**src/rtl/pwr_guard_pkg.sv**
```systemverilog
package pwr_guard_pkg;
    typedef enum logic [2:0] {
        PG_BATT   = 3'd0,
        PG_PROT   = 3'd1,
        PG_RECOV  = 3'd2,
        PG_CHECK  = 3'd3,
        PG_ACTIVE = 3'd4
    } pg_state_t;
endpackage

```
**src/rtl/pwr_guard_seq.sv**
```systemverilog
module pwr_guard_seq
    import pwr_guard_pkg::*;
#(
    parameter int REC_MS = 100
) (
    input  logic      clk,
    input  logic      rst_n,
    input  logic      sup_hi,
    input  logic      sup_lo,
    input  logic      sup_so,
    input  logic      ms_tick,
    output pg_state_t state_q,
    output logic      in_batt,
    output logic      in_check,
    output logic      in_active
);
    localparam int CNT_W = $clog2(REC_MS + 1);
    localparam logic [CNT_W-1:0] LAST_TICK = CNT_W'(REC_MS - 1);

    pg_state_t        state_d;
    logic [CNT_W-1:0] rec_cnt;
    logic             sup_ok;

    assign sup_ok = sup_hi && sup_lo;

    // state register
    always_ff @(posedge clk or negedge rst_n) begin
        if (!rst_n) state_q <= PG_BATT;
        else        state_q <= state_d;
    end

    // recovery tick counter, cleared outside RECOV
    always_ff @(posedge clk or negedge rst_n) begin
        if (!rst_n)                  rec_cnt <= '0;
        else if (state_q != PG_RECOV) rec_cnt <= '0;
        else if (ms_tick)            rec_cnt <= rec_cnt + 1'b1;
    end

    // next state
    always_comb begin
        state_d = state_q;
        unique case (state_q)
            PG_BATT:   if (sup_so) state_d = PG_PROT;
            PG_PROT: begin
                if (!sup_so)     state_d = PG_BATT;
                else if (sup_ok) state_d = PG_RECOV;
            end
            PG_RECOV: begin
                if (!sup_so)                            state_d = PG_BATT;
                else if (!sup_ok)                       state_d = PG_PROT;
                else if (ms_tick && rec_cnt == LAST_TICK) state_d = PG_CHECK;
            end
            PG_CHECK: begin
                if (!sup_so)      state_d = PG_BATT;
                else if (!sup_ok) state_d = PG_PROT;
                else              state_d = PG_ACTIVE;
            end
            PG_ACTIVE: begin
                if (!sup_so)      state_d = PG_BATT;
                else if (!sup_ok) state_d = PG_PROT;
            end
            default:              state_d = PG_BATT;
        endcase
    end

    // state-derived outputs
    always_comb begin
        in_batt   = 1'b0;
        in_check  = 1'b0;
        in_active = 1'b0;
        unique case (state_q)
            PG_BATT:   in_batt   = 1'b1;
            PG_CHECK:  in_check  = 1'b1;
            PG_ACTIVE: in_active = 1'b1;
            default: ;
        endcase
    end
endmodule

```
**src/rtl/pwr_guard_batt.sv**
```systemverilog
module pwr_guard_batt (
    input  logic clk,
    input  logic rst_n,
    input  logic in_check,
    input  logic in_active,
    input  logic day_roll,
    input  logic osc_run,
    input  logic batt_ok,
    input  logic blow_en,
    output logic batt_low
);
    logic chk_now;

    assign chk_now = in_check || (in_active && day_roll && osc_run);

    always_ff @(posedge clk or negedge rst_n) begin
        if (!rst_n)                    batt_low <= 1'b0;
        else if (chk_now && batt_ok)   batt_low <= 1'b0;
        else if (chk_now && blow_en)   batt_low <= 1'b1;
    end
endmodule

```
**src/rtl/pwr_guard_decode.sv**
```systemverilog
module pwr_guard_decode (
    input  logic acc_en,
    input  logic cs1_n,
    input  logic cs2,
    input  logic oe_n,
    input  logic we_n,
    output logic wr_en,
    output logic hiz_force
);
    logic sel;

    always_comb begin
        sel       = acc_en && !cs1_n && cs2;
        wr_en     = sel && !we_n;
        hiz_force = !(sel && we_n && !oe_n);
    end
endmodule

```
**src/rtl/pwr_guard_ctrl.sv**
```systemverilog
module pwr_guard_ctrl
    import pwr_guard_pkg::*;
#(
    parameter int REC_MS = 100
) (
    input  logic clk,
    input  logic rst_n,
    input  logic sup_hi,
    input  logic sup_lo,
    input  logic sup_so,
    input  logic ms_tick,
    input  logic cs1_n,
    input  logic cs2,
    input  logic oe_n,
    input  logic we_n,
    input  logic day_roll,
    input  logic osc_run,
    input  logic batt_ok,
    input  logic blow_en,
    output logic acc_en,
    output logic wr_en,
    output logic hiz_force,
    output logic bat_sel,
    output logic batt_low
);
    pg_state_t state_q;
    logic      in_batt;
    logic      in_check;
    logic      in_active;

    pwr_guard_seq #(.REC_MS(REC_MS)) u_seq (
        .clk      (clk),
        .rst_n    (rst_n),
        .sup_hi   (sup_hi),
        .sup_lo   (sup_lo),
        .sup_so   (sup_so),
        .ms_tick  (ms_tick),
        .state_q  (state_q),
        .in_batt  (in_batt),
        .in_check (in_check),
        .in_active(in_active)
    );

    // access withdrawn in the same cycle a threshold flag drops
    assign acc_en  = in_active && sup_hi && sup_lo;
    assign bat_sel = in_batt;

    pwr_guard_batt u_batt (
        .clk      (clk),
        .rst_n    (rst_n),
        .in_check (in_check),
        .in_active(in_active),
        .day_roll (day_roll),
        .osc_run  (osc_run),
        .batt_ok  (batt_ok),
        .blow_en  (blow_en),
        .batt_low (batt_low)
    );

    pwr_guard_decode u_dec (
        .acc_en   (acc_en),
        .cs1_n    (cs1_n),
        .cs2      (cs2),
        .oe_n     (oe_n),
        .we_n     (we_n),
        .wr_en    (wr_en),
        .hiz_force(hiz_force)
    );
endmodule

```
**config.mk**
```make
export PLATFORM = sky130hd
export DESIGN_NAME = pwr_guard_ctrl
export DESIGN_NICKNAME = d
export VERILOG_FILES = /design/src/rtl/pwr_guard_pkg.sv /design/src/rtl/pwr_guard_seq.sv /design/src/rtl/pwr_guard_batt.sv /design/src/rtl/pwr_guard_decode.sv /design/src/rtl/pwr_guard_ctrl.sv
export SDC_FILE = /design/constraint.sdc
export NUM_CORES = 1
export LEC_CHECK = 0
export BUFFER_PORTS_ARGS = -buffer_cell sky130_fd_sc_hd__buf_2
export CAP_MARGIN = 30
export CORE_UTILIZATION = 40
export CTS_CLUSTER_SIZE = 40
export DETAILED_ROUTE_END_ITERATION = 8
export GPL_ROUTABILITY_DRIVEN = 0
export HOLD_SLACK_MARGIN = 0.02
export PLACE_DENSITY = 0.65
export SLEW_MARGIN = 20
export SYNTH_ARGS = -nofsm -noshare
export SYNTH_HDL_FRONTEND = slang
export SYNTH_SLANG_ARGS = --single-unit
```
**constraint.sdc**
```tcl
create_clock -name clk -period 2.46 [get_ports clk]
set_input_delay 0.246 -clock clk [delete_from_list [all_inputs] [get_ports clk]]
set_output_delay 0.246 -clock clk [all_outputs]
set_load 0.005 [all_outputs]
```
== Word-level counts from Yosys, hierarchy flattened ==
Index checks and enable logic that the tools add are counted.
Word-level totals
  register bits after elaboration: 11
  output and inout port bits: 5
  word-level logic and storage cells: 54
Cells by class
  add/sub/neg operators: 1
  equal/unequal tests: 10
  mux-type cells: 18
  reduce and logical (&&, ||, !) cells: 22
Operators by type and width (number)
  $mux W3: 10
  $pmux W3 S5: 1
  $mux W7: 2
  $logic_and A1 B1 Y1: 13
  $add A7 B1 Y7 const B: 1
  $eq A7 B7 Y1 const B: 1
  $eq A3 B2 Y1 const B: 2
  $ne A3 B2 Y1 const B: 2
  $mux W1: 5
  $logic_not A1 Y1: 4
  $ne A4 B4 Y1 const B: 1
  $reduce_and A4 Y1: 1
  $reduce_bool A2 Y1: 2
  $eq A3 B1 Y1 const B: 1
  $eq A3 B3 Y1 const B: 1
  $logic_not A3 Y1: 1
  $ne A3 B3 Y1 const B: 1
  $ne A2 B2 Y1 const B: 1
  $logic_or A1 B1 Y1: 1

== Longest topological paths before layout ==
Gate-level depths: netlist of run 1.
  depth in word-level cells: 9
  gate-level depth with buffers: 4
  depth with buffers taken out: 4

== Cells and area by module ==
From an unflattened synthesis of run 1, not the netlist that was laid out.
Unflattened totals
  cell total of the unflattened synthesis: 62
  area total of the unflattened synthesis: 604.3 um^2
Modules (own cells, without submodules)
  pwr_guard_seq: instances 1, cells an instance 53, area an instance 521.8 um^2
  pwr_guard_batt: instances 1, cells an instance 5, area an instance 57.6 um^2
  pwr_guard_decode: instances 1, cells an instance 3, area an instance 18.8 um^2
  pwr_guard_ctrl: instances 1, cells an instance 1, area an instance 6.3 um^2

== Least setup slack after synthesis of run 1 ==
OpenSTA, ideal clock, no wires.
  path type: register -> output
  from: register u_seq.state_q[0]
  to: output wr_en
  data arrival time: 1.231 ns
  required time: 2.214 ns
  setup slack: 0.983 ns
  stages on the path, launching flop included: 4
  cells stage by stage: dfrtp_1 or3b_1 buf_2 nor4_1
On the way
  word-level cells in the longest chain between the ends: 7
RTL lines
  from (decl): RTL line pwr_guard_seq.sv:12  | output pg_state_t state_q,
  from (signal assigned): RTL line pwr_guard_seq.sv:29  | else state_q <= state_d;
  $eq A3 B3 Y1: RTL line pwr_guard_seq.sv:71  | unique case (state_q)
  $mux W1: RTL line pwr_guard_seq.sv:71
  $logic_and A1 B1 Y1 (2 in series): RTL line pwr_guard_ctrl.sv:45  | assign acc_en = in_active && sup_hi && sup_lo;
  $logic_and A1 B1 Y1 (2 in series): RTL line pwr_guard_decode.sv:13  | sel = acc_en && !cs1_n && cs2;
  $logic_and A1 B1 Y1: RTL line pwr_guard_decode.sv:14  | wr_en = sel && !we_n;
  to (decl): RTL line pwr_guard_ctrl.sv:21  | output logic wr_en,
No other way between the ends.

== Worst setup path in the final report of run 1 ==
Ends and elaborated chain as after synthesis.

==> results of run 1 <==
==> final timing paths <==
path	endpoint	depth (start not counted)	startpoint
worst max-delay path	wr_en	3	u_seq.state_q[0]
worst min-delay path	u_batt.batt_low	2	batt_ok
worst max register to register	u_batt.batt_low	3	u_seq.state_q[0]
worst min register to register	u_seq.state_q[1]	1	u_seq.state_q[2]
max in group asynchronous	u_batt.batt_low	2	rst_n
min in group asynchronous	u_seq.rec_cnt[5]	2	rst_n
==> layer usage <==
| layer | vias up | part of all wire (%) | track usage (%) |
|---|---|---|---|
| met5 | - | 0 | 0 |
| met4 | 0 | 1.1 | 12.50 |
| met3 | 2 | 3.1 | 1.630 |
| met2 | 12 | 46 | 20.24 |
| met1 | 242 | 49 | 22.89 |
| li1 | 272 | - | - |
==> area by class of cell <==
class | instances | area [um^2]
multi-input combinational | 49 | 301.5
inverter | 2 | 7.507
tap | 15 | 18.77
timing repair buffer | 19 | 100.1
sequential | 11 | 275.3
fill | 123 | 620.6
clock buffer | 4 | 26.28
==> flip-flops by register name (all words and copies together) (netlist names) <==
name and flops:
u_batt.batt_low 1, u_seq.rec_cnt 7, u_seq.state_q 3
==> kinds of logic (layout without fill, tap and decap cells) <==
logic type      Yosys count  after routing  share of synthesized area [%]
simple gates             31             31                          27.40
compound gates           11             11                          11.92
flops                    11             11                          46.02
xor+xnor                  5              5                          7.324
buf+inv                   5             25                          3.556
fa+ha+maj                 1              1                          2.092
mux                       1              1                          1.674
==> through the flow <==
stage                     hold WS (ps)  total power [uW]  utilization [%]
after floorplan                 -49.59             204.1                -
after global placement           123.6             221.6            51.34
after detailed placement         123.8             221.6            51.34
after CTS                        139.4             348.0            54.03
after global routing             144.1             357.5            54.03
final                            152.5             339.8            54.03
==> synthesized netlist by cell type, types with 2 or more instances <==
cell / n
or3b_1: 2
nand4_1: 3
nor2_1: 9
nand3b_1: 2
a21oi_1: 4
dfrtp_1: 11
inv_1: 2
o21ai_0: 2
nand2_1: 4
nand3_1: 3
buf_2: 2
xnor2_1: 2
xor2_1: 3
nor3_1: 3
or3_1: 2
==> critical path, delay by kind of cell (launching register included) <==
kind	cells	cell delay, ps
flops	1	440
buf+inv	1	160
simple gates	2	770
==> timing repair <==
item                                   4_1_cts  5_1_grt
buffers inserted                             0        0
setup endpoints to repair                    0        0
hold buffers                                 1        0
endpoints found under the hold margin       11        0
==> report_power, final <==
part | total (uW) | switching, uW | internal (uW)
clock | 121 | 58.0 | 62.7
combinational | 32.7 | 16.3 | 16.4
sequential | 186 | 3.24 | 183
total | 340 | 77.6 | 262
==> results_dict.tcl, run 1 <==
set metrics [dict create \
    cp_cell_sequence "or3b_1, nor4_1, buf_2" \
    final_common_cell "buf_2" \
    path_class "reg -> out" \
    core-area_mm2 0.001350 \
    critPathMaxFanout 7 \
    overflow 0 \
    synthFlopType "dfrtp_1" \
    finalWirelength_um 1105 \
    syn-mean-instance-area_um2 9.201 \
    wl_per_cell_um 11.05 \
    drtIter0Drc 15 \
    vdd_drop_max_mv 0.2697 \
    place_ws_ps 854.7 \
    hp-class "in -> reg" \
    slew_headroom_pct 80.97 \
    port_buffers 18 \
    setup_viol_count_final 0 \
    grt_max_degree 12 \
    period_minus_slack_ps 1886 \
    num-nets-final 101 \
    synth_fp_nets 80 \
    cts_tree "done" \
    synthTopCellsByArea "dfrtp_1, nor2_1, xor2_1" \
    crit_slowest_cell "or3b_1" \
    cts_buffer_depth 2 \
    antenna_left 0 \
    slew_violations 0 \
    synth_top_area_share_pct 46.03 \
    htree_levels 1 \
    hold_violations 0 \
    synth.distinct_cells 26 \
    drtPass1Iterations 4 \
    root_buffer "clkbuf_4" \
    grtUsageTotal_pct 15.51 \
    async_flop_share_pct 100.0 \
    required_ps 2210 \
    dp_cells 95 \
    final_cell_mix "buf_2, dfrtp_1, nor2_1" \
    yosysSeqAreaShare_pct 46.03 \
    grt_pass1_wl_um 1614 \
    clock_sinks 11 \
    yosysWarnings 0 \
    p_leak_uw 0.0003168 \
    antenna_cells 0 \
    fmax_mhz 530.2 \
    cp-end-kind "output port" \
    start_util_pct 44.30 \
    path_clk_slew_ps 60 \
    synth_area_leader_cell "dfrtp_1" \
    antenna_found_initial 0 \
    ys_seq_elements 11 \
    dieArea_mm2 0.001654 \
    die_w_um 40.67 \
    critPathArrivalTime_ps 1640 \
    numCtsBuffers 3 \
    clock_skew_ps 1.707 \
    clock_latency_ps 260 \
    final_cell_area_um2 729.5 \
    period_share_pct 76.66 \
    p_per_area_mw_per_mm2 465.8 \
    dpl.hpwl_um 841.2 \
    drc 0 \
    slowest_delay_ps 480 \
    grt_pass1_vias 386 \
    worstMarginPinSlew_ps 285.4 \
    drive_gt1_share_pct 25.88 \
    status "finished, final reports clean" \
    syn_to_final_growth_pct 21.97 \
    die_h_um 40.67 \
    finalSetupTns_ps 0 \
    rrSetupSlack_ps 1010 \
    final_cells 100 \
    vias_per_cell 5.280 \
    grt_setup_unrepaired "no" \
    placedInstanceArea_um2 693.2 \
    startpoint_type "flop" \
    setup_slack_ps 574.1 \
    ios 19 \
    syn_inst 65 \
    cap_viol_max_count 0 \
    synth_edf_count 0 \
    synthesis.area_um2 598.1 \
    vias 528 \
    rows 13 \
    cts_resized 0 \
]
No activity file was read; power rests on OpenSTA's default activity.
==> inputs of run 2 (changes only) <==
==> constraint.sdc (replaced) <==
create_clock -name clk -period 1.95 [get_ports clk]
set_input_delay 0.195 -clock clk [delete_from_list [all_inputs] [get_ports clk]]
set_output_delay 0.195 -clock clk [all_outputs]
set_load 0.005 [all_outputs]
==> run 2 against run 1 <==
Compared with the run above:
- wire length increased by 3.4%
- first-iteration DRC count decreased by 53%
- sequential power increased by 26%
- global-route usage increased by 0.69 points
- worst hold slack got worse by 47 ps
- sequential share of layout area unchanged
- final area unchanged
- clock skew decreased by 0.84 ps
- flip-flop and latch count unchanged
- clock-buffer cell count unchanged
- critical endpoint is now hiz_force
- highest routed layer unchanged
==> results_dict.tcl, run 2 (synthesized netlist as in run 1, its figures left out) <==
set metrics [dict create \
    dp_cells 95 \
    fmax_mhz 552.5 \
    path_clk_slew_ps 70 \
    period_minus_slack_ps 1810 \
    dieArea_mm2 0.001654 \
    die_w_um 40.67 \
    p_leak_uw 0.0003168 \
    wl_per_cell_um 11.43 \
    placedInstanceArea_um2 693.2 \
    grt_setup_unrepaired "no" \
    period_share_pct 92.81 \
    finalSetupTns_ps 0 \
    cts_tree "done" \
    status "finished, final reports clean" \
    final_cells 100 \
    grt_pass1_vias 393 \
    final_common_cell "buf_2" \
    cts_resized 0 \
    startpoint_type "flop" \
    die_h_um 40.67 \
    path_class "reg -> out" \
    postCtsSetupBuffers 0 \
    antenna_cells 0 \
    cts_buffer_depth 2 \
    drtIter0Drc 7 \
    top_regs "u_seq.rec_cnt x7, u_seq.state_q x3, u_batt.batt_low x1" \
    port_buffers 18 \
    endpoint "hiz_force" \
    cp-end-kind "output port" \
    syn_to_final_growth_pct 21.97 \
    p_per_area_mw_per_mm2 586.5 \
    grt_max_degree 12 \
    drc 0 \
    wl_met1_um 553 \
    wl_met3_um 42 \
    rr_worst_depth 3 \
    hp-class "in -> reg" \
    critPathLaunch "u_seq.state_q[0]" \
    final_cell_area_um2 729.5 \
    hold_violations 0 \
    core-area_mm2 0.001350 \
    dpl.hpwl_um 895.5 \
    slew_violations 0 \
    finalWirelength_um 1143 \
    clock_latency_ps 260 \
    vias 539 \
    antenna_found_initial 0 \
    ios 19 \
    setup_viol_count_final 0 \
    critPathMaxFanout 7 \
    rrSetupSlack_ps 490 \
    drive_gt1_share_pct 25.88 \
    worstMarginPinSlew_ps 308.5 \
    num-nets-final 101 \
    vdd_drop_max_mv 0.3508 \
    rows 13 \
    r2r_start "u_seq.state_q[0]" \
    slew_headroom_pct 79.14 \
    overflow 0 \
    topRoutingLayerUsed "met4" \
    antenna_left 0 \
    numCtsBuffers 3 \
    hold_ws_ps 105.7 \
    worstReg2RegEnd "u_batt.batt_low" \
    largest-register "u_seq.rec_cnt" \
    vias_per_cell 5.390 \
    root_buffer "clkbuf_4" \
    grt_pass1_wl_um 1725 \
    clock_skew_ps 0.8703 \
    final_cell_mix "buf_2, dfrtp_1, nor2_1" \
    required_ps 1750 \
    htree_levels 1 \
    start_util_pct 44.30 \
    wl_met2_um 527 \
    critPathArrivalTime_ps 1610 \
    cap_viol_max_count 0 \
    drtPass1Iterations 4 \
    clock_sinks 11 \
    fillerInstances 132 \
    grtUsageTotal_pct 16.20 \
    largest_register_ffs 7 \
]
[run 2: cell counts in the layout (fill, tap and decap cells not counted)]
No cell type changed its count.
[run 2: worst min-delay path by stage]
stage | start | end | slack [ps] | depth (start not counted)
6_report | batt_ok | u_batt.batt_low | 110 | 2
5_1_grt | batt_ok | u_batt.batt_low | 110 | 2
4_1_cts | batt_ok | u_batt.batt_low | 110 | 2
3_5_place_dp | rst_n | u_seq.rec_cnt[4] | 80 | 1
3_3_place_gp | rst_n | u_seq.rec_cnt[4] | 70 | 1
2_1_floorplan | rst_n | u_batt.batt_low | -100 | 0
[run 2: routing by layer]
| metal | GRT usage, % | vias up |
|---|---|---|
| met2 | 23.81 | 13 |
| met3 | 3.261 | 4 |
| met1 | 22.89 | 245 |
| li1 | - | 277 |
| met4 | 7.500 | 0 |
| met5 | 0 | - |
[run 2: stage by stage]
stage / total power (uW) / util (%) / worst slack, ps
global route: 450.8 / 54.03 / 48.72
floorplan: 257.5 / - / 524.1
global placement: 279.4 / 51.34 / 451.9
finish: 427.8 / 54.03 / 140.2
CTS: 430.7 / 54.03 / 127.8
detailed placement: 280.3 / 51.34 / 418.0
[run 2: power breakdown]
part / switching (uW) / internal [uW]
Clock: 72.3 / 79.1
Sequential: 4.04 / 231
Combinational: 20.8 / 20.7
[run 2: critical path, cell delays in order (launching register included)]
cell	delay [ps]
dfrtp_1	440
or3b_1	480
nor3_1	200
nand3b_1	100
buf_2	140
[run 2: cell type report]
type / instances / area [um^2] / share of cell area [%]
sequential: 11 / 275.3 / 37.74
multi-input combinational: 49 / 301.5 / 41.34
inverter: 2 / 7.507 / 1.029
timing repair buffer: 19 / 100.1 / 13.72
clock buffer: 4 / 26.28 / 3.602
tap: 15 / 18.77 / 2.573
[run 2: repair_timing]
action,in CTS,in global routing
endpoints found under the hold margin,11,0
hold buffers,1,0
endpoints found under the setup margin,0,0
==> inputs of run 3 (changes only) <==
==> constraint.sdc (replaced) <==
create_clock -name clk -period 1.95 [get_ports clk]
set_input_delay 0.195 -clock clk [delete_from_list [all_inputs] [get_ports clk]]
set_output_delay 0.195 -clock clk [all_outputs]
set_load 0.1 [all_outputs]
==> run 3 against run 2 <==
Compared with the run above:
- worst hold slack worse by 11 ps
- sequential share of layout area down 3.5 points
- sequential power about the same
- maximum frequency down 4.3%
- die area unchanged
- first-iteration DRC count down 57%
- clock-buffer cell count unchanged
- clock power about the same
- flip-flop and latch count unchanged
- critical path depth down 1
- critical path type unchanged
==> results_dict.tcl, run 3 (synthesized netlist as in run 1, its figures left out) <==
set metrics [dict create \
    largest_register_ffs 7 \
    dieArea_mm2 0.001654 \
    rr_worst_depth 4 \
    grt_pass1_wl_um 1883 \
    grtUsageTotal_pct 18.53 \
    dpl.hpwl_um 955.7 \
    drive_gt1_share_pct 32.56 \
    largest-register "u_seq.rec_cnt" \
    required_ps 1750 \
    total_power_uw 449.1 \
    hold_ws_ps 94.53 \
    drtIter0Drc 3 \
    setup_slack_ps 58.83 \
    vias 522 \
    postCtsSetupBuffers 0 \
    cts_buffer_depth 2 \
    rows 13 \
    dp_cells 96 \
    worstMarginPinSlew_ps 484.0 \
    num-nets-final 102 \
    place_ws_ps 242.6 \
    p_leak_uw 0.0003384 \
    p_per_area_mw_per_mm2 559.1 \
    die_h_um 40.67 \
    ios 19 \
    port_buffers 18 \
    worstReg2RegEnd "u_batt.batt_low" \
    wl_per_cell_um 12.00 \
    antenna_found_initial 0 \
    clock_skew_ps 3.855 \
    cts_tree "done" \
    critPathMaxFanout 6 \
    critPathLaunch "u_seq.state_q[1]" \
    hold_depth 2 \
    hp-class "in -> reg" \
    status "finished, final reports clean" \
    r2r_start "u_seq.state_q[1]" \
    cpLargestDelayFamily "simple AND/OR/NAND/NOR gates" \
    core-area_mm2 0.001350 \
    antenna_cells 0 \
    overflow 0 \
    fmax_mhz 528.8 \
    slew_headroom_pct 67.95 \
    hold_violations 0 \
    slew_violations 0 \
    grt_pass1_vias 438 \
    vdd_drop_max_mv 0.5850 \
    die_w_um 40.67 \
    cp_cell_sequence "or3b_4, nor4_4, buf_12" \
    critPathArrivalTime_ps 1700 \
    grt_setup_unrepaired "no" \
    numCtsBuffers 3 \
    crit_slowest_cell "or3b_4" \
    period_share_pct 96.98 \
    cap_viol_max_count 0 \
    slowest_delay_ps 450 \
    syn_to_final_growth_pct 34.31 \
    path_clk_slew_ps 70 \
    clock_latency_ps 270 \
    period_minus_slack_ps 1891 \
    drc 0 \
    startpoint_type "flop" \
    root_buffer "clkbuf_4" \
    drtPass1Iterations 2 \
    final_cell_mix "buf_2, dfrtp_1, nor2_1" \
    vias_per_cell 5.168 \
    final_cells 101 \
    path_class "reg -> out" \
    finalWirelength_um 1212 \
    start_util_pct 44.30 \
    rrSetupSlack_ps 400 \
    setup_viol_count_final 0 \
    hold_start "batt_ok" \
    min_to "u_batt.batt_low" \
    htree_levels 1 \
    cp-end-kind "output port" \
    clock_sinks 11 \
    crit_buf_inv 1 \
    antenna_left 0 \
    grt_max_degree 12 \
    finalSetupTns_ps 0 \
    top_regs "u_seq.rec_cnt x7, u_seq.state_q x3, u_batt.batt_low x1" \
    final_common_cell "buf_2" \
]
[run 3: final cells by class]
| type | count | area (um^2) |
|---|---|---|
| multi-input cells | 49 | 331.6 |
| flip-flops and latches | 11 | 275.3 |
| repair buffers | 20 | 143.9 |
| inverters | 2 | 7.507 |
| well taps | 15 | 18.77 |
| clock buffers | 4 | 26.28 |
| fillers | 114 | 546.8 |
[run 3: worst register-to-register path, cell delays in order (launching register included)]
cell      delay (ps)
dfrtp_1          440
or3b_4           450
buf_4            170
o211a_1          220
a211oi_2         170
[run 3: report_power, final]
group	leakage (uW)	internal, uW	switching (uW)
combinational	0.000172	21.3	39.7
clock	0.0000150	79.3	72.9
sequential	0.000151	231	4.95
total	0.000338	332	117
[run 3: layer usage]
metal | vias to the layer above | track usage [%] | share of wire, %
met5 | - | 0 | 0
met1 | 234 | 23.53 | 50
met4 | 0 | 7.500 | 1.1
met2 | 9 | 27.38 | 45
met3 | 4 | 8.152 | 3.8
li1 | 275 | - | -
[run 3: worst max path at each step]
stage | endpoint | slack, ps | cells past startpoint
after floorplan | wr_en | -270 | 3
after global placement | hiz_force | 290 | 4
after detailed placement | hiz_force | 240 | 4
after CTS | hiz_force | 30 | 4
after global routing | hiz_force | 6 | 4
final | wr_en | 60 | 3
[run 3: per-stage QoR]
step                      instance area [um^2]  utilization, %
after floorplan                          626.9               -
after global placement                   753.2           55.79
after detailed placement                 753.2           55.79
after CTS                                794.5           58.85
after global routing                     803.3           59.50
final                                    803.3           59.50
[run 3: repair_timing]
item | 4_1_cts | 5_1_grt
setup endpoints to repair | 1 | 1
hold buffers | 1 | 0
endpoints found under the hold margin | 11 | 0
gates resized for setup | 2 | 2
cloned | 0 | 0
pin swaps | 0 | 0
